--- config.mk ---
export PLATFORM = sky130hd
export DESIGN_NAME = cfg_init_seq
export DESIGN_NICKNAME = d
export VERILOG_FILES = /design/src/rtl/cfg_init_seq.sv
export SDC_FILE = /design/constraint.sdc
export NUM_CORES = 1
export LEC_CHECK = 0
export BUFFER_PORTS_ARGS = -buffer_cell sky130_fd_sc_hd__clkbuf_2
export CORE_MARGIN = 1.5
export CORE_UTILIZATION = 30
export DETAILED_ROUTE_END_ITERATION = 6
export SLEW_MARGIN = 10
export SYNTH_ARGS = -nofsm -noshare
export SYNTH_HDL_FRONTEND = slang
export SYNTH_SLANG_ARGS = --single-unit
--- constraint.sdc ---
create_clock -name clk -period 2.6 [get_ports clk]
set_input_delay 0.39 -clock clk [delete_from_list [all_inputs] [get_ports clk]]
set_output_delay 0.39 -clock clk [all_outputs]
set_load 0.1 [all_outputs]
--- src/rtl/cfg_init_seq.sv ---
module cfg_init_seq #(
  parameter int NUM_PORTS = 4,
  parameter int LANE_W    = 3,
  parameter int MODE_W    = 2,
  parameter int UP_W      = 3,
  parameter int NREGS     = 8,
  parameter int TMO_W     = 12,
  parameter logic [NREGS-1:0] RO_MASK = 'b11,
  localparam int AW       = $clog2(NREGS),
  localparam int LANES_W  = NUM_PORTS*LANE_W
) (
  input  logic              clk,
  input  logic              rst_n,
  input  logic [MODE_W-1:0] strap_mode,
  input  logic [UP_W-1:0]   strap_upport,
  input  logic [LANES_W-1:0] strap_lanes,
  input  logic              rom_present_n,
  input  logic [TMO_W-1:0]  tmo_limit,
  output logic              rd_req,
  input  logic              rd_valid,
  input  logic [7:0]        rd_byte,
  input  logic              cfg_we,
  input  logic [AW-1:0]     cfg_waddr,
  input  logic [31:0]       cfg_wdata,
  input  logic [AW-1:0]     cfg_raddr,
  output logic [31:0]       cfg_rdata,
  output logic              link_en,
  output logic              init_done,
  output logic              load_err
);

  localparam int STRAP_W = MODE_W + UP_W + LANES_W;

  typedef enum logic [2:0] {
    S_RESET, S_SAMPLE, S_CHECK, S_HDR, S_REC, S_LINK, S_DONE
  } st_t;

  st_t              st;
  logic [31:0]      bank [NREGS];
  logic [2:0]       bidx;
  logic [15:0]      remain;
  logic [7:0]       hold;
  logic [23:0]      sh;
  logic [TMO_W-1:0] wait_cnt;
  logic             err_q;

  wire              loading  = (st == S_HDR) || (st == S_REC);
  wire              take     = loading && rd_valid;
  wire              expire   = loading && !rd_valid && (wait_cnt == tmo_limit - 1'b1);
  wire [15:0]       hdr_cnt  = {hold, rd_byte};
  wire              rec_last = take && (st == S_REC) && (bidx == 3'd4);
  wire              rec_hit  = rec_last && (32'(hold) < NREGS);
  wire              rt_we    = cfg_we && (st == S_DONE) && !RO_MASK[cfg_waddr];
  wire [STRAP_W-1:0] strap_word = {strap_lanes, strap_upport, strap_mode};

  assign rd_req    = loading;
  assign link_en   = (st == S_LINK) || (st == S_DONE);
  assign init_done = (st == S_DONE);
  assign load_err  = err_q;
  assign cfg_rdata = bank[cfg_raddr];

  always_ff @(posedge clk or negedge rst_n) begin
    if (!rst_n) begin
      st     <= S_RESET;
      bidx   <= '0;
      remain <= '0;
      hold   <= '0;
      sh     <= '0;
      err_q  <= 1'b0;
    end else begin
      case (st)
        S_RESET:  st <= S_SAMPLE;
        S_SAMPLE: st <= S_CHECK;
        S_CHECK: begin
          bidx <= '0;
          st   <= rom_present_n ? S_LINK : S_HDR;
        end
        S_HDR: begin
          if (expire) begin
            err_q <= 1'b1;
            st    <= S_LINK;
          end else if (take) begin
            if (bidx == 3'd0) begin
              hold <= rd_byte;
              bidx <= 3'd1;
            end else begin
              bidx <= '0;
              if (hdr_cnt == 16'h0000 || hdr_cnt == 16'hFFFF) begin
                st <= S_LINK;
              end else begin
                remain <= hdr_cnt;
                st     <= S_REC;
              end
            end
          end
        end
        S_REC: begin
          if (expire) begin
            err_q <= 1'b1;
            st    <= S_LINK;
          end else if (take) begin
            if (bidx == 3'd0) hold <= rd_byte;
            else              sh   <= {sh[15:0], rd_byte};
            if (bidx == 3'd4) begin
              bidx   <= '0;
              remain <= remain - 16'd1;
              if (remain == 16'd1) st <= S_LINK;
            end else begin
              bidx <= bidx + 3'd1;
            end
          end
        end
        S_LINK:  st <= S_DONE;
        default: st <= S_DONE;
      endcase
    end
  end

  always_ff @(posedge clk or negedge rst_n) begin
    if (!rst_n)                 wait_cnt <= '0;
    else if (!loading || take)  wait_cnt <= '0;
    else if (!expire)           wait_cnt <= wait_cnt + 1'b1;
  end

  always_ff @(posedge clk or negedge rst_n) begin
    if (!rst_n) begin
      for (int i = 0; i < NREGS; i++) bank[i] <= '0;
    end else begin
      if (st == S_SAMPLE) bank[0] <= 32'(strap_word);
      if (rec_hit)        bank[hold[AW-1:0]] <= {sh, rd_byte};
      if (rt_we)          bank[cfg_waddr] <= cfg_wdata;
    end
  end

endmodule

==> qor.yml <==
power_mw: 20.9
cts.repair.resized: 0
cp_slowest_cell: "or4_4"
row_count: 88
drt-wirelength-per-cell_um: 19.9
antennaDiodeCount: 0
yosysTopAreaCell: "dfrtp_1"
hp-start: "cfg_wdata[25]"
grt_use_total: 0.173
port_buffers: 115
grt_pass1_vias: 13800
hp-class: "in -> reg"
crit_fanout: 25
path_clk_slew_ps: 60
pwr-share-seq: 0.399
syn_area_um2: 17400
io-pin-count: 116
async_reset_ff_frac: 1.00
die_height_um: 244
yosysWarnings: 0
antenna_found_initial: 0
synthToLayoutAreaGrowth_pct: 19.7
synth_commonest_cells: "nand2_1 (372), dfrtp_1 (323), nor2_1 (132)"
arrival_ps: 2840
tritoncts: "built"
placed_area_um2: 19600
fin_crit_sh: 0.935
vias: 13700
min_to: "bank[121]$_DFF_PN0_"
ys_ff_latch: 323
startpoint_type: "flop"
hpwl_um: 34100
switchingPower_mw: 7.76
cts_buffer_depth: 3
synth_top_area_frac: 0.465
clock_latency_ps: 530
final_hold_viol_count: 0
drive_gt1_frac: 0.221
grt_pass1_wl_um: 81000
reg2reg_to: "bank[213]$_DFF_PN0_"
postLayoutCellArea_um2: 20800
ys_types: 67
combPwrFrac: 0.347
cts_root_buf: "clkbuf_16"
rrSetupSlack_ps: 170
synth_most_common_cell: "nand2_1"
fin_util: 0.362
fin_nets: 1890
first_iter_violations: 1151
crit_chain: "or4_4 > nor2_4 > and3_1 > nand2_2 > nor3_4 > buf_12 > mux2_1"
initial_utilization: 0.302
worst-slew-pin-transition_ps: 620
violations: "DRC"
p_sw_frac: 0.372
dr.pass1.iters: 7
max_cap_viol_count: 0
required_ps: 3000
core_area_um2: 57500
wl_um: 51700
clkPwrFrac: 0.254
fin_skew_ps: 15.2
p_int_mw: 13.1
numCtsBuffers: 38
fmax_mhz: 411
vdd_drop_max_mv: 0.766
synthFlopType: "dfrtp_1"
grt_max_degree: 80
rr_startpoint: "hold[7]$_DFFE_PN0P_"
synth_edf_count: 0
grt_remaining_overflow: 0
fin_crit_ps: 2430
cts_max_level: 2
syn_inst: 1729
routabilityCongestion: 0.811
end_kind: "flop"
slew_headroom: 0.582
rr_worst_depth: 7
yosysSeqAreaShare: 0.465
leakage_nw: 8.71
via_per_inst: 5.28
setup_viol: 0
syn_nets: 1815
die_x_um: 244
postRouteAntennaNets: 0
drc: 1
cts.sinks: 323
yosys-top-cells-area: "dfrtp_1 (47%), mux4_2 (8.3%), nand2_1 (8.0%)"
powerDensity_nw_per_um2: 1000
tns_ps: 0
whs_path_depth: 3
rsz0062_at_grt: "no"
status: "finished with violations"
maxSlewViolCount: 0
critical_path_class: "reg -> reg"
die_area_um2: 59400
synth_area_per_cell_um2: 10.1
cpPeakStageDelay_ps: 550
==> power by group through the flow <==
stage | sequential [mW] | combinational [mW] | clock (mW)
global placement | 8.26 | 7.11 | 0
finish | 8.33 | 7.25 | 5.31
floorplan | 7.56 | 5.49 | 0
CTS | 8.30 | 7.32 | 5.43
global route | 8.57 | 7.79 | 5.63
detailed placement | 8.37 | 7.31 | 0
==> worst max path at each step <==
stage / endpoint / startpoint / depth (start not counted)
after CTS: bank[217]$_DFF_PN0_ / hold[7]$_DFFE_PN0P_ / 7
final: bank[213]$_DFF_PN0_ / hold[7]$_DFFE_PN0P_ / 7
after global routing: remain[6]$_DFFE_PN0P_ / st[1]$_DFFE_PN0P_ / 7
after floorplan: cfg_rdata[22] / cfg_raddr[0] / 4
after global placement: wait_cnt[5]$_DFFE_PN0P_ / tmo_limit[0] / 11
after detailed placement: wait_cnt[6]$_DFFE_PN0P_ / tmo_limit[0] / 11
==> cell families after synthesis <==
kind of cell | after synthesis | synth area share
DFF | 323 | 0.465
xor gates and xnor gates | 18 | 0.00994
adders and majority gates | 6 | 0.00432
AOI/OAI and AO/OA | 308 | 0.104
buffers and inverters | 165 | 0.0440
and+or+nand+nor | 632 | 0.160
muxes | 277 | 0.213
==> flip-flops by register name (all words and copies together) (netlist names) <==
name and count:
bank 256, sh 24, remain 16, wait_cnt 12
hold 8, bidx 3, st 3, load_err 1
==> per-layer routing <==
| layer | up-vias | GRT usage | share of wire |
|---|---|---|---|
| li1 | 6250 | - | - |
| met1 | 6891 | 0.233 | 0.44 |
| met2 | 446 | 0.280 | 0.47 |
| met3 | 86 | 0.0319 | 0.061 |
| met4 | 0 | 0.0568 | 0.027 |
| met5 | - | 0 | 0 |
==> final cells by class <==
type | count | area (µm²)
clock buffers | 53 | 1080
clock inverters | 10 | 135
fillers | 5660 | 36700
inverters | 10 | 37.5
multi-input cells | 1241 | 8570
flip-flops and latches | 323 | 8080
well taps | 765 | 957
repair buffers | 190 | 1950
==> critical path: cells and delay by family (launching register included) <==
kind                   cells  cell delay, ps
buffers and inverters      1             260
muxes                      1             350
DFF                        1             410
and+or+nand+nor            5            1260
==> cells in the final DEF (no fill, tap or decap), types with 4 or more instances in the layout <==
cell       synthesis  routed
a21oi_1           26      26
xnor2_1           10      10
o21ai_0           52      52
buf_12             0      57
a211oi_1           5       5
clkbuf_8           0       5
nor2_2             5       5
mux4_2            64      64
and3_1             8       8
mux2i_1          116     116
a31oi_1          102     102
clkbuf_16          0      39
nand2b_1          10      10
clkbuf_1         103       9
nor2_1           132     131
nor3_1            15      15
nor4_1             5       5
clkbuf_2           0      79
nand2_1          372     371
nand3_1           30      29
mux2_2            67      67
buf_4             10      51
dfrtp_1          323     323
ha_1               6       6
mux2_1            30      30
clkinv_2           0       4
a31o_1             5       5
xor2_1             7       7
inv_1             10      10
o21ai_1           92      92
nand3b_1           4       4
nand4_1           10      10
nor3_4             5       5
or2_2              4       4
==> stage by stage <==
stage          hold WS [ps]  instances  setup slack [ps]
2_1_floorplan          94.4       1729              51.0
3_3_place_gp            397       2528              34.4
3_5_place_dp            398       2528              19.5
4_1_cts                 131       2592               168
5_1_grt                 156       2592              9.85
6_report                141       2592               168
==> what timing repair did <==
item / 4_1_cts / 5_1_grt
endpoints found under the hold margin: 57 / 0
hold buffers: 1 / 0
setup buffers: 0 / 0
Note: power is estimated with default switching activity, not from simulation.
